[config.mk]
export PLATFORM = sky130hd
export DESIGN_NAME = lop_top
export DESIGN_NICKNAME = d
export VERILOG_FILES = /design/src/rtl/lop_pkg.sv /design/src/rtl/lop_indicator.sv /design/src/rtl/lop_encoder.sv /design/src/rtl/lop_correct.sv /design/src/rtl/lop_top.sv
export SDC_FILE = /design/constraint.sdc
export NUM_CORES = 1
export LEC_CHECK = 0
export BUFFER_PORTS_ARGS = -buffer_cell sky130_fd_sc_hd__buf_2
export CELL_PAD_IN_SITES_DETAIL_PLACEMENT = 1
export CELL_PAD_IN_SITES_GLOBAL_PLACEMENT = 1
export CORE_ASPECT_RATIO = 0.5
export CORE_UTILIZATION = 25
export CTS_CLUSTER_DIAMETER = 40
export DETAILED_ROUTE_END_ITERATION = 16
export PLACE_DENSITY_LB_ADDON = 0.1
export SLEW_MARGIN = 20
export SYNTH_ARGS = -nofsm -noshare
export SYNTH_HDL_FRONTEND = slang
export SYNTH_SLANG_ARGS = --single-unit
[constraint.sdc]
create_clock -name clk_i -period 2.2 [get_ports clk_i]
set_input_delay 0.44 -clock clk_i [delete_from_list [all_inputs] [get_ports clk_i]]
set_output_delay 0.44 -clock clk_i [all_outputs]
set_load 0.03 [all_outputs]
[src/rtl/lop_pkg.sv]
package lop_pkg;

    typedef enum logic {
        OP_ADD = 1'b0,
        OP_SUB = 1'b1
    } lop_op_e;

    // One bit of the subtract indicator string. Digit at a position is +1 (up),
    // -1 (dn) or 0 (eq). hi = position above, cur = this position, lo = below.
    function automatic logic sub_mark(input logic eq_hi,
                                      input logic up_cur, input logic dn_cur,
                                      input logic up_lo,  input logic dn_lo);
        logic quiet_above;
        quiet_above = eq_hi;
        if (quiet_above)
            return (up_cur & ~dn_lo) | (dn_cur & ~up_lo);
        else
            return (dn_cur & ~dn_lo) | (up_cur & ~up_lo);
    endfunction

    // One bit of the add indicator string: the bit below is not a kill.
    function automatic logic add_mark(input logic a_lo, input logic b_lo);
        return a_lo | b_lo;
    endfunction

endpackage

[src/rtl/lop_indicator.sv]
module lop_indicator
    import lop_pkg::*;
#(
    parameter int RES_W = 9
) (
    input  logic [RES_W-1:0] a_i,
    input  logic [RES_W-1:0] b_i,
    input  lop_op_e          op_i,
    output logic [RES_W-1:0] ind_o
);

    // eqx[j]: digit j is zero, j in 1..RES_W (RES_W is the virtual pad above).
    // upx[j]/dnx[j]: digit j-1 is +1 / -1, j in 0..RES_W (index 0 is below bit 0).
    logic [RES_W:1] eqx;
    logic [RES_W:0] upx;
    logic [RES_W:0] dnx;
    logic [RES_W-1:0] sub_f;
    logic [RES_W-1:0] add_f;

    assign eqx[RES_W] = 1'b1;
    assign upx[0]     = 1'b0;
    assign dnx[0]     = 1'b0;

    genvar gj;
    generate
        for (gj = 1; gj < RES_W; gj++) begin : g_eq
            assign eqx[gj] = ~(a_i[gj] ^ b_i[gj]);
        end
        for (gj = 0; gj < RES_W; gj++) begin : g_dig
            assign upx[gj+1] =  a_i[gj] & ~b_i[gj];
            assign dnx[gj+1] = ~a_i[gj] &  b_i[gj];
        end
        for (gj = 0; gj < RES_W; gj++) begin : g_mark
            assign sub_f[gj] = sub_mark(eqx[gj+1], upx[gj+1], dnx[gj+1],
                                        upx[gj], dnx[gj]);
            if (gj == 0) begin : g_add_lsb
                assign add_f[gj] = 1'b0;
            end else begin : g_add_bit
                assign add_f[gj] = add_mark(a_i[gj-1], b_i[gj-1]);
            end
        end
    endgenerate

    assign ind_o = (op_i == OP_SUB) ? sub_f : add_f;

endmodule

[src/rtl/lop_encoder.sv]
module lop_encoder #(
    parameter int RES_W = 9,
    parameter int SH_W  = 4
) (
    input  logic [RES_W-1:0] ind_i,
    output logic [SH_W-1:0]  cnt_o,
    output logic             none_o
);

    always_comb begin
        cnt_o = '0;
        for (int k = 0; k < RES_W; k++) begin
            if (ind_i[k]) cnt_o = SH_W'(RES_W - 1 - k);
        end
    end

    assign none_o = ~|ind_i;

endmodule

[src/rtl/lop_correct.sv]
module lop_correct #(
    parameter int RES_W = 9,
    parameter int SH_W  = 4
) (
    input  logic [RES_W-1:0] res_i,
    input  logic [SH_W-1:0]  pred_i,
    input  logic             zero_i,
    output logic [SH_W-1:0]  shift_o,
    output logic             zero_o
);

    logic             lead_bit;
    logic [SH_W-1:0]  cand_hi;

    // The bit that a shift by pred_i would bring to the top.
    always_comb begin
        lead_bit = 1'b0;
        for (int k = 0; k < RES_W; k++) begin
            if (pred_i == SH_W'(k)) lead_bit = res_i[RES_W-1-k];
        end
    end

    assign cand_hi = pred_i + SH_W'(1);

    always_comb begin
        if (zero_i)        shift_o = '0;
        else if (lead_bit) shift_o = pred_i;
        else               shift_o = cand_hi;
    end

    assign zero_o = zero_i;

endmodule

[src/rtl/lop_top.sv]
module lop_top
    import lop_pkg::*;
#(
    parameter  int FRAC_W = 8,
    localparam int RES_W  = FRAC_W + 1,
    localparam int SH_W   = $clog2(RES_W)
) (
    input  logic              clk_i,
    input  logic              rst_i,
    input  logic              in_vld_i,
    input  logic              op_i,
    input  logic [FRAC_W-1:0] frac_a_i,
    input  logic [FRAC_W-1:0] frac_b_i,
    input  logic [RES_W-1:0]  res_i,
    output logic              pred_vld_o,
    output logic [SH_W-1:0]   pred_shift_o,
    output logic              pred_zero_o,
    output logic              fix_vld_o,
    output logic [SH_W-1:0]   fix_shift_o,
    output logic              fix_zero_o
);

    typedef struct packed {
        logic            vld;
        logic            zero;
        logic [SH_W-1:0] shift;
    } stage_t;

    logic [RES_W-1:0] a_ext;
    logic [RES_W-1:0] b_ext;
    logic [RES_W-1:0] ind;
    logic [SH_W-1:0]  cnt;
    logic             none;
    logic [SH_W-1:0]  fix_shift_d;
    logic             fix_zero_d;
    lop_op_e          op;
    stage_t           pred_q;
    stage_t           fix_q;

    assign a_ext = {1'b0, frac_a_i};
    assign b_ext = {1'b0, frac_b_i};
    assign op    = lop_op_e'(op_i);

    lop_indicator #(.RES_W(RES_W)) u_ind (
        .a_i   (a_ext),
        .b_i   (b_ext),
        .op_i  (op),
        .ind_o (ind)
    );

    lop_encoder #(.RES_W(RES_W), .SH_W(SH_W)) u_enc (
        .ind_i  (ind),
        .cnt_o  (cnt),
        .none_o (none)
    );

    always_ff @(posedge clk_i) begin
        if (rst_i) begin
            pred_q <= '0;
        end else begin
            pred_q.vld   <= in_vld_i;
            pred_q.zero  <= none;
            pred_q.shift <= cnt;
        end
    end

    lop_correct #(.RES_W(RES_W), .SH_W(SH_W)) u_fix (
        .res_i   (res_i),
        .pred_i  (pred_q.shift),
        .zero_i  (pred_q.zero),
        .shift_o (fix_shift_d),
        .zero_o  (fix_zero_d)
    );

    always_ff @(posedge clk_i) begin
        if (rst_i) begin
            fix_q <= '0;
        end else begin
            fix_q.vld   <= pred_q.vld;
            fix_q.zero  <= fix_zero_d;
            fix_q.shift <= fix_shift_d;
        end
    end

    assign pred_vld_o   = pred_q.vld;
    assign pred_shift_o = pred_q.shift;
    assign pred_zero_o  = pred_q.zero;
    assign fix_vld_o    = fix_q.vld;
    assign fix_shift_o  = fix_q.shift;
    assign fix_zero_o   = fix_q.zero;

endmodule

# Word-level counts from Yosys, hierarchy flattened

Cells that the tools add are included.

Bitwise logic cells: 100
Multiplexer cells: 25
Reduce and logical (&&, ||, !) cells: 8
Add/sub/neg operators: 1
Eq/ne operators: 8

Operator list:

| kind                                                                   | count |
|---|---|
| 1-bit AND                                                              | 42 |
| 1-bit inverter                                                         | 30 |
| 1-bit OR                                                               | 22 |
| 9-bit OR reduction                                                     | 2 |
| 4-bit by 3-bit equality test with 1-bit output (second input constant) | 4 |
| 1-bit two-way mux                                                      | 16 |
| 3-bit two-way mux                                                      | 4 |
| 9-bit two-way mux                                                      | 1 |
| 4-bit by 2-bit equality test with 1-bit output (second input constant) | 2 |
| 4-bit two-way mux                                                      | 2 |
| 1-bit XOR                                                              | 6 |
| 5-bit OR reduction                                                     | 1 |
| 4-bit by 1-bit adder with 4-bit output (second input constant)         | 1 |
| 4-bit by 1-bit equality test with 1-bit output (second input constant) | 1 |
| 4-bit equality test (second input constant)                            | 1 |
| 4-bit logical NOT                                                      | 1 |
| 2-bit two-way mux                                                      | 2 |
| 2-bit OR reduction                                                     | 2 |
| 3-bit OR reduction                                                     | 1 |
| 1-bit logical NOT                                                      | 1 |

Bits of input ports: 29
Output and inout port bits: 12
Register bits: 12
Logic and storage cells: 151

# Longest topological paths before layout

Gate-level depths: netlist (run 1).

Depth in word-level cells: 15
Gate-level depth with buffers: 7
Gate-level depth less buffers: 7

# Hierarchy

From an unflattened synthesis (run 1), not the netlist that was laid out.

Cell total of the unflattened synthesis: 162
Area, all modules: 1433.9 µm²

Modules (own cells, without submodules):

| module        | cells each | area an instance (µm²) | times used | seq. area each (µm²) |
|---|---|---|---|---|
| lop_indicator | 82         | 664.4                  | 1          | 0.0 |
| lop_top       | 26         | 370.4                  | 1          | 240.2 |
| lop_correct   | 38         | 300.3                  | 1          | 0.0 |
| lop_encoder   | 16         | 98.8                   | 1          | 0.0 |

# Worst setup path after synthesis (run 1)

OpenSTA, ideal clock, no wires.

Kind: input-to-reg
From: in frac_a_i[2]
To: reg pred_q, in the netlist pred_shift_o[0]
Setup time: 0.130 ns
Stages: 7
Data arrival time: 1.807 ns
Path slack: 0.263 ns
Path buffers: 0
Required time: 2.070 ns
Path through: inv_1 > ha_1 > nor4bb_4 > or4_1 > o211a_1 > o221ai_1 > o211ai_1

Word-level cells in the longest chain between the ends: 12
Elaborated cells between the ends (all ways): 30
Those cells by class: mux (11); bitwise (19)

Ends and longest elaborated chain:

| what                                                          | line                                   | text |
|---|---|---|
| start, declared                                               | lop_top.sv:12                          | `input logic [FRAC_W-1:0] frac_a_i,` |
| 1-bit inverter                                                | lop_indicator.sv:31                    | `assign dnx[gj+1] = ~a_i[gj] & b_i[gj];` |
| 1-bit AND                                                     | lop_indicator.sv:31                    |  |
| 1-bit AND (tied with other cells)                             | lop_pkg.sv:16                          | `return (up_cur & ~dn_lo) \| (dn_cur & ~up_lo);` |
| 1-bit OR (tied with other cells)                              | lop_pkg.sv:16                          |  |
| 1-bit two-way mux (tied with other cells)                     | lop_pkg.sv:15                          | `if (quiet_above)` |
| 9-bit two-way mux (*)                                         | lop_indicator.sv:44                    | `assign ind_o = (op_i == OP_SUB) ? sub_f : add_f;` |
| 3-bit two-way mux / 9-bit two-way mux (equally long branches) | lop_encoder.sv:13, lop_indicator.sv:44 |  |
| 3-bit two-way mux (*) (2 in a row)                            | lop_encoder.sv:13                      | `if (ind_i[k]) cnt_o = SH_W'(RES_W - 1 - k);` |
| 2-bit two-way mux (*) (2 in a row)                            | lop_encoder.sv:13                      |  |
| 1-bit two-way mux (*)                                         | lop_encoder.sv:13                      |  |
| end, declared                                                 | lop_top.sv:37                          | `stage_t pred_q;` |

Every way passes the cells marked *; elsewhere a longest branch is shown, timed or not.
A chain may end at the register's enable or synchronous reset.

# Final worst setup path (run 1)

From: reg pred_q, in the netlist pred_shift_o[1]
To: reg fix_q, in the netlist fix_shift_o[0]

Word-level cells in the longest chain between the ends: 11
Elaborated cells between the ends (all ways): 19
Those cells by class: eq/ne (8); mux (10); reduce/logical (1)

Ends and longest elaborated chain:

| what                           | line              | text |
|---|---|---|
| 4-bit logical NOT              | lop_correct.sv:19 | `if (pred_i == SH_W'(k)) lead_bit = res_i[RES_W-1-k];` |
| 1-bit two-way mux (8 in a row) | lop_correct.sv:19 |  |
| 1-bit two-way mux (*)          | lop_correct.sv:19 |  |
| 4-bit two-way mux (*)          | lop_correct.sv:27 | `else if (lead_bit) shift_o = pred_i;` |
| end, declared                  | lop_top.sv:38     | `stage_t fix_q;` |

Marked as above.

==> results of run 1 <==
## per-layer routing
metal  share of wire, %  vias up  wire (um)  track usage, %
met3                3.8        2        116           2.133
met1                 53      550       1638           16.39
met2                 43       25       1330           21.11
met5                  0        -          0               0
met4               0.23        0          7           1.408
li1                   -      614          -               -
## cells in the mapped netlist (all sizes together) (2+ instances only)
| library cell | n | share of area (%) |
|---|---|---|
| a21boi | 2 | 1.2 |
| a21oi | 3 | 1.2 |
| a22oi | 3 | 1.8 |
| dfxtp | 12 | 19 |
| ha | 25 | 24 |
| inv | 21 | 6.2 |
| mux2 | 2 | 1.8 |
| mux2i | 9 | 7.0 |
| nand2 | 8 | 2.3 |
| nand2b | 4 | 2.0 |
| nand3 | 4 | 1.6 |
| nor2 | 6 | 1.8 |
| nor2b | 6 | 2.9 |
| nor3b | 2 | 1.2 |
| nor4b | 3 | 2.5 |
| nor4bb | 2 | 2.7 |
| o211a | 3 | 2.3 |
| o211ai | 4 | 2.3 |
| o21ai | 2 | 0.78 |
| o221ai | 2 | 1.4 |
| o22ai | 4 | 2.0 |
| o32ai | 2 | 1.4 |
| or3 | 2 | 0.98 |
| or4 | 2 | 1.2 |
## worst max-delay path, cell delays in order (launching register included)
cell,delay (ns)
dfxtp_1,0.45
inv_1,0.10
ha_1,0.23
o211a_1,0.27
o32ai_1,0.48
o21ai_0,0.19
a21boi_1,0.14
## power groups by stage
stage                     combinational, mW  sequential (mW)  clock, mW
after floorplan                       0.152            0.268          0
after global placement                0.252            0.245          0
after detailed placement              0.256            0.246          0
after CTS                             0.258            0.241      0.244
after global routing                  0.285            0.243      0.255
final                                 0.254            0.241      0.236
## registers in the layout, summed over array words and instances, names as in the netlist
signal and cells:
fix_shift_o 4, fix_vld_o 1, fix_zero_o 1, pred_shift_o 4
pred_vld_o 1, pred_zero_o 1
## worst max-delay path by stage
stage,startpoint,end,slack [ns],depth (start not counted)
2_1_floorplan,frac_a_i[2],pred_shift_o[0],0.26,7
3_3_place_gp,frac_a_i[2],pred_shift_o[0],0.08,8
3_5_place_dp,frac_a_i[2],pred_shift_o[0],0.06,8
4_1_cts,pred_shift_o[1],fix_shift_o[0],0.28,6
5_1_grt,pred_shift_o[0],fix_shift_o[0],0.13,6
6_report,pred_shift_o[1],fix_shift_o[0],0.26,6
## cells by family (layout without fill, tap and decap cells)
group           Yosys count  in the layout  share of synthesized area, %
fa+ha+maj                25             25                         24.41
buf+inv                  22             65                         6.542
flops                    12             12                         18.75
mux                      11             11                         8.789
compound gates           32             32                         19.43
simple gates             44             44                         22.07
## stage by stage
stage,cell area [sq um],util (%),hold slack [ns],setup slack [ns]
after floorplan,1281,-,0.5116,0.2630
final,1614,34.65,0.4379,0.2602
after detailed placement,1559,33.47,0.4692,0.05706
after global placement,1559,33.47,0.4390,0.08159
after CTS,1614,34.65,0.4531,0.2806
after global routing,1614,34.65,0.4422,0.1320
## area by class of cell
class                      instances  area [sq um]
clock buffer                       4         55.05
fill                             562          3044
inverter                          21         78.83
multi-input combinational        112         957.2
sequential                        12         240.2
tap                               66         82.58
timing repair buffer              40         200.2
==> Flow_metrics.wiki, run 1 <==
{| class="wikitable"
! Metric !! Value
|-
| 1st-iter DRT viols || 16
|-
| Clock-pin transition on the worst setup and hold timing paths || roughly 0.05 ns
|-
| Post-Syn Nets || 200
|-
| Run status || finished, final reports clean
|-
| Share of total power consumed by net switching || 31.58%
|-
| Depth of the CTS H-tree || 1
|-
| Die extent in y || between 50 and 60 um
|-
| Maximum Capacitance Violations || 0
|-
| RSZ-0062 raised after global routing || no
|-
| Static leakage power || about 0.82 nW
|-
| Floorplan die area || about 0.0054 sq mm
|-
| Top library cells by usage in the layout, fill and taps aside || buf_2, ha_1, inv_1
|-
| Via count normalized by instance count || roughly 4.7
|-
| Final Max Slew Viols || 0
|-
| Fin Clk Skew || 0.004119 ns
|-
| Final standard cell count with taps included and fillers excluded || 255
|-
| Period minus WS final || 1.940 ns
|-
| Vias in the first global route || about 1200
|-
| Post-synthesis cell area || about 0.0013 sq mm
|-
| Total number of clock tree sinks || 12
|-
| Final WL || roughly 3.1 mm
|-
| Die width || just over 100 um
|-
| Fraction of final layout cells with drive strength greater than 1 || 26.98%
|-
| Pre-antenna DRT Iters || 4
|-
| Share of the clock period used by the worst path after layout || between 80% and 90%
|-
| DP HPWL || 2.717 mm
|-
| Total global-route track usage || between 10% and 20%
|-
| Path category of the worst min-delay check || in -> reg
|-
| Grt total ovfl || 0
|-
| Synth async-reset ratio || 0%
|-
| Number of antenna violations at the first check in global routing || 0
|-
| FF-to-FF setup slack || around 0.26 ns
|-
| ANT nets after route || 0
|-
| RD Place Congestion || between 0.6 and 0.7
|-
| Worst-case hold path end point || pred_vld_o
|-
| Number of buffers inserted by hold repair at cts || 0
|-
| Internal || 0.5000 mW
|-
| Bufs on Longest Clock Path || 2
|-
| Total net switching power || roughly 0.23 mW
|-
| Fraction of the yosys area taken by sequential cells || between 10% and 20%
|-
| Core Rows || 17
|-
| Initial Util || approximately 28%
|-
| Worst Path Class, Setup || reg -> reg
|-
| Worst Max-Slew Pin Slew || ~0.48 ns
|-
| Most used flip-flop cell after synthesis || dfxtp_1
|-
| Total Power || approximately 0.73 mW
|-
| Top Ports || 41
|-
| VDD IR-drop max || between 0.0002 and 0.0003 V
|-
| Gate count after technology mapping || about 150
|-
| Worst hold start || in_vld_i
|-
| Wirelength per Cell || 12.13 um
|-
| Total Neg Setup Slack || 0 ns
|-
| Antenna fix cells || 0
|-
| Worst reg2reg endpoint || fix_shift_o[0]
|-
| Total placed cells including tap cells || between 200 and 300
|-
| Critical Path AT || 2.11 ns
|-
| Setup violators final || 0
|-
| Count of input and output buffers || 40
|-
| Warnings, synthesis || 0
|-
| Floorplan core area || between 0.004 and 0.005 sq mm
|-
| Total number of vias || approximately 1200
|-
| Remaining design rule violation count || 0
|-
| Share of total power in the clock network || around 32%
|-
| Syn Area/Cell || between 8 and 9 sq um
|-
| Count of distinct cell types in the synthesized netlist || about 40
|-
| Reg-to-reg critical path startpoint || pred_shift_o[1]
|-
| Global-route wire length before repair || 5.168 mm
|-
| Critical Path Fanout Max || 6
|-
| Required time of the critical path || roughly 2.4 ns
|-
| Power density cells || around 450 mW/mm^2
|-
| Total CTS buffers || 3
|-
| Count of state elements after synthesis || 12
|-
| Sequential share of power || 32.9%
|-
| Largest net degree at the start of global routing || 11
|-
| Leading cell type in the layout, fill and taps excluded || buf_2
|-
| Cell depth of the worst flop-to-flop path || 6
|-
| Number of flops mapped to enable cells by yosys || 0
|-
| Critical Path End Type || flip-flop
|-
| Clock Root Buffer || clkbuf_8
|-
| Worst-skew pair later-pin latency || 0.24 ns
|-
| Startpoint kind of the worst setup timing path || flip-flop
|-
| Layout net count || about 240
|-
| Clock tree from TritonCTS || built
|-
| FMAX || about 520 MHz
|-
| Resized Gates After CTS || 0
|-
| Max-slew headroom || around 68%
|-
| Layout-stage area growth over the synthesis result || 25.98%
|-
| Combinational Power Share || about a third
|-
| Buffers inserted by post-CTS timing repair || 0
|-
| Count of endpoints failing hold in the final timing report || 0
|-
| Depth of the worst hold-timing path || 2
|}
(Power assumes the default switching activity.)
==> run 2: changes to the inputs <==
CORE_UTILIZATION = 37   (was 25)
==> run 2 against run 1 <==
Effect of this change: critical path depth is the same; clock skew barely moved; setup slack lost 0.0066 ns; cell area fell by 2.0%; sequential share of layout area increased by 0.31 points; highest routed layer unchanged.
==> Flow_metrics.wiki, run 2 (synthesis results as in run 1) <==
{| class="wikitable"
! Metric !! Value
|-
| Initial Util || between 40% and 50%
|-
| Final WL || 3.194 mm
|-
| Worst Max-Slew Pin Slew || just under 0.5 ns
|-
| Total number of clock tree sinks || 12
|-
| Power density cells || about 470 mW/mm^2
|-
| Largest net degree at the start of global routing || 11
|-
| FF-to-FF setup slack || roughly 0.25 ns
|-
| Startpoint kind of the worst setup timing path || flip-flop
|-
| Pre-CTS setup slack || roughly 0.03 ns
|-
| Die width || between 80 and 90 um
|-
| Total Power || 0.7436 mW
|-
| Depth of the CTS H-tree || 1
|-
| Fin Clk Skew || roughly 0.0044 ns
|-
| Setup violators final || 0
|-
| Number of antenna violations at the first check in global routing || 0
|-
| Period minus WS final || between 1.5 and 2 ns
|-
| VDD IR-drop max || between 0.00015 and 0.0002 V
|-
| Run status || finished, final reports clean
|-
| Bufs on Longest Clock Path || 2
|-
| Count of endpoints failing hold in the final timing report || 0
|-
| ANT nets after route || 0
|-
| Path category of the worst min-delay check || in -> reg
|-
| Antenna fix cells || 0
|-
| Total global-route track usage || 19.36%
|-
| Total number of vias || 1202
|-
| Grt total ovfl || 0
|-
| Depth of the worst hold-timing path || 2
|-
| Number of buffers inserted by hold repair at cts || 0
|-
| Worst reg2reg endpoint || fix_shift_o[0]
|-
| Critical Path Fanout Max || 7
|-
| FMAX || between 500 and 600 MHz
|-
| Stage delay of the slowest cell on the critical path || ~0.5 ns
|-
| Cell Chain, Critical Path || ha_1 -> nor2_1 -> o211a_1 -> o32ai_1 -> o21ai_0 -> a21boi_1
|-
| Wirelength per Cell || between 10 and 15 um
|-
| Remaining design rule violation count || 0
|-
| Leading cell type in the layout, fill and taps excluded || buf_2
|-
| DP HPWL || approximately 2.6 mm
|-
| Critical Path AT || 2.12 ns
|-
| Final standard cell count with taps included and fillers excluded || approximately 230
|-
| Max-slew headroom || just under 70%
|-
| Maximum Capacitance Violations || 0
|-
| Via count normalized by instance count || roughly 5.2
|-
| Critical Path End Type || flip-flop
|-
| 1st-iter DRT viols || 28
|-
| Reg-to-reg critical path startpoint || pred_shift_o[0]
|-
| Worst-case hold path end point || pred_vld_o
|-
| Floorplan die area || around 0.0037 sq mm
|-
| Worst-skew pair later-pin latency || around 0.25 ns
|-
| Total placed cells including tap cells || between 200 and 250
|-
| Fill cell count || 392
|-
| Final Max Slew Viols || 0
|-
| Layout-stage area growth over the synthesis result || 23.44%
|-
| Total Neg Setup Slack || 0 ns
|-
| Floorplan core area || 0.003153 sq mm
|-
| Share of the clock period used by the worst path after layout || 88.47%
|-
| RD Place Congestion || 0.7928
|-
| Top library cells by usage in the layout, fill and taps aside || buf_2, ha_1, inv_1
|-
| Clock-pin transition on the worst setup and hold timing paths || around 0.060 ns
|-
| Count of input and output buffers || 40
|-
| Clock Root Buffer || clkbuf_8
|-
| Slowest CP cell || dfxtp_1
|-
| Crit path setup slack, layout || approximately 0.25 ns
|-
| Required time of the critical path || 2.38 ns
|-
| Layout net count || between 200 and 250
|-
| Top Ports || 41
|-
| Vias in the first global route || between 1000 and 1500
|-
| Static leakage power || between 0.8 and 0.9 nW
|-
| Cell depth of the worst flop-to-flop path || 6
|-
| Resized Gates After CTS || 0
|-
| Pre-antenna DRT Iters || 4
|-
| Fraction of final layout cells with drive strength greater than 1 || a little over a quarter
|-
| Clock tree from TritonCTS || built
|-
| Buffers inserted by post-CTS timing repair || 0
|-
| Die extent in y || approximately 44 um
|-
| Total CTS buffers || 3
|-
| Worst hold start || in_vld_i
|-
| Worst Path Class, Setup || reg -> reg
|-
| Global-route wire length before repair || 5.575 mm
|-
| RSZ-0062 raised after global routing || no
|-
| Core Rows || 14
|}
## run 2: cell counts in the layout (fill, tap and decap cells not counted)
No cell type changed its count.
## run 2: power breakdown
part           internal [mW]  switching (mW)
Clock                  0.158          0.0876
Sequential             0.230          0.0108
Combinational          0.112           0.144
Total                  0.501           0.243
## run 2: area by class of cell
cell class                 count  area, sq um  share of cell area [%]
tap                           40        50.05                   3.165
timing repair buffer          40        200.2                   12.66
inverter                      21        78.83                   4.984
multi-input combinational    112        957.2                   60.52
clock buffer                   4        55.05                   3.481
sequential                    12        240.2                   15.19
## run 2: worst max-delay path: cells and delay by family (launching register included)
| family | cells | cell delay [ns] |
|---|---|---|
| fa+ha+maj | 1 | 0.34 |
| compound gates | 4 | 0.95 |
| flops | 1 | 0.49 |
| simple gates | 1 | 0.10 |
## run 2: stage by stage
step / utilization [%] / area, sq um / hold WS [ns]
after global placement: 48.41 / 1526 / 0.4366
after detailed placement: 48.41 / 1526 / 0.4595
after CTS: 50.16 / 1582 / 0.4167
final: 50.16 / 1582 / 0.4158
after floorplan: - / 1281 / 0.5116
after global routing: 50.16 / 1582 / 0.4308
## run 2: metal layers
metal | wire length, um | global-route usage, % | up-vias
met5 | 0 | 0 | -
met4 | 24 | 3.729 | 0
met3 | 150 | 5.905 | 4
met2 | 1528 | 36.29 | 30
met1 | 1490 | 22.45 | 557
li1 | - | - | 611
## run 2: worst max path at each step
stage | from | endpoint | cells after the start
global route | pred_shift_o[0] | fix_shift_o[0] | 6
finish | pred_shift_o[0] | fix_shift_o[0] | 6
global placement | frac_a_i[2] | pred_shift_o[0] | 8
floorplan | frac_a_i[2] | pred_shift_o[0] | 7
detailed placement | frac_a_i[2] | pred_shift_o[0] | 8
CTS | pred_shift_o[1] | fix_shift_o[0] | 6
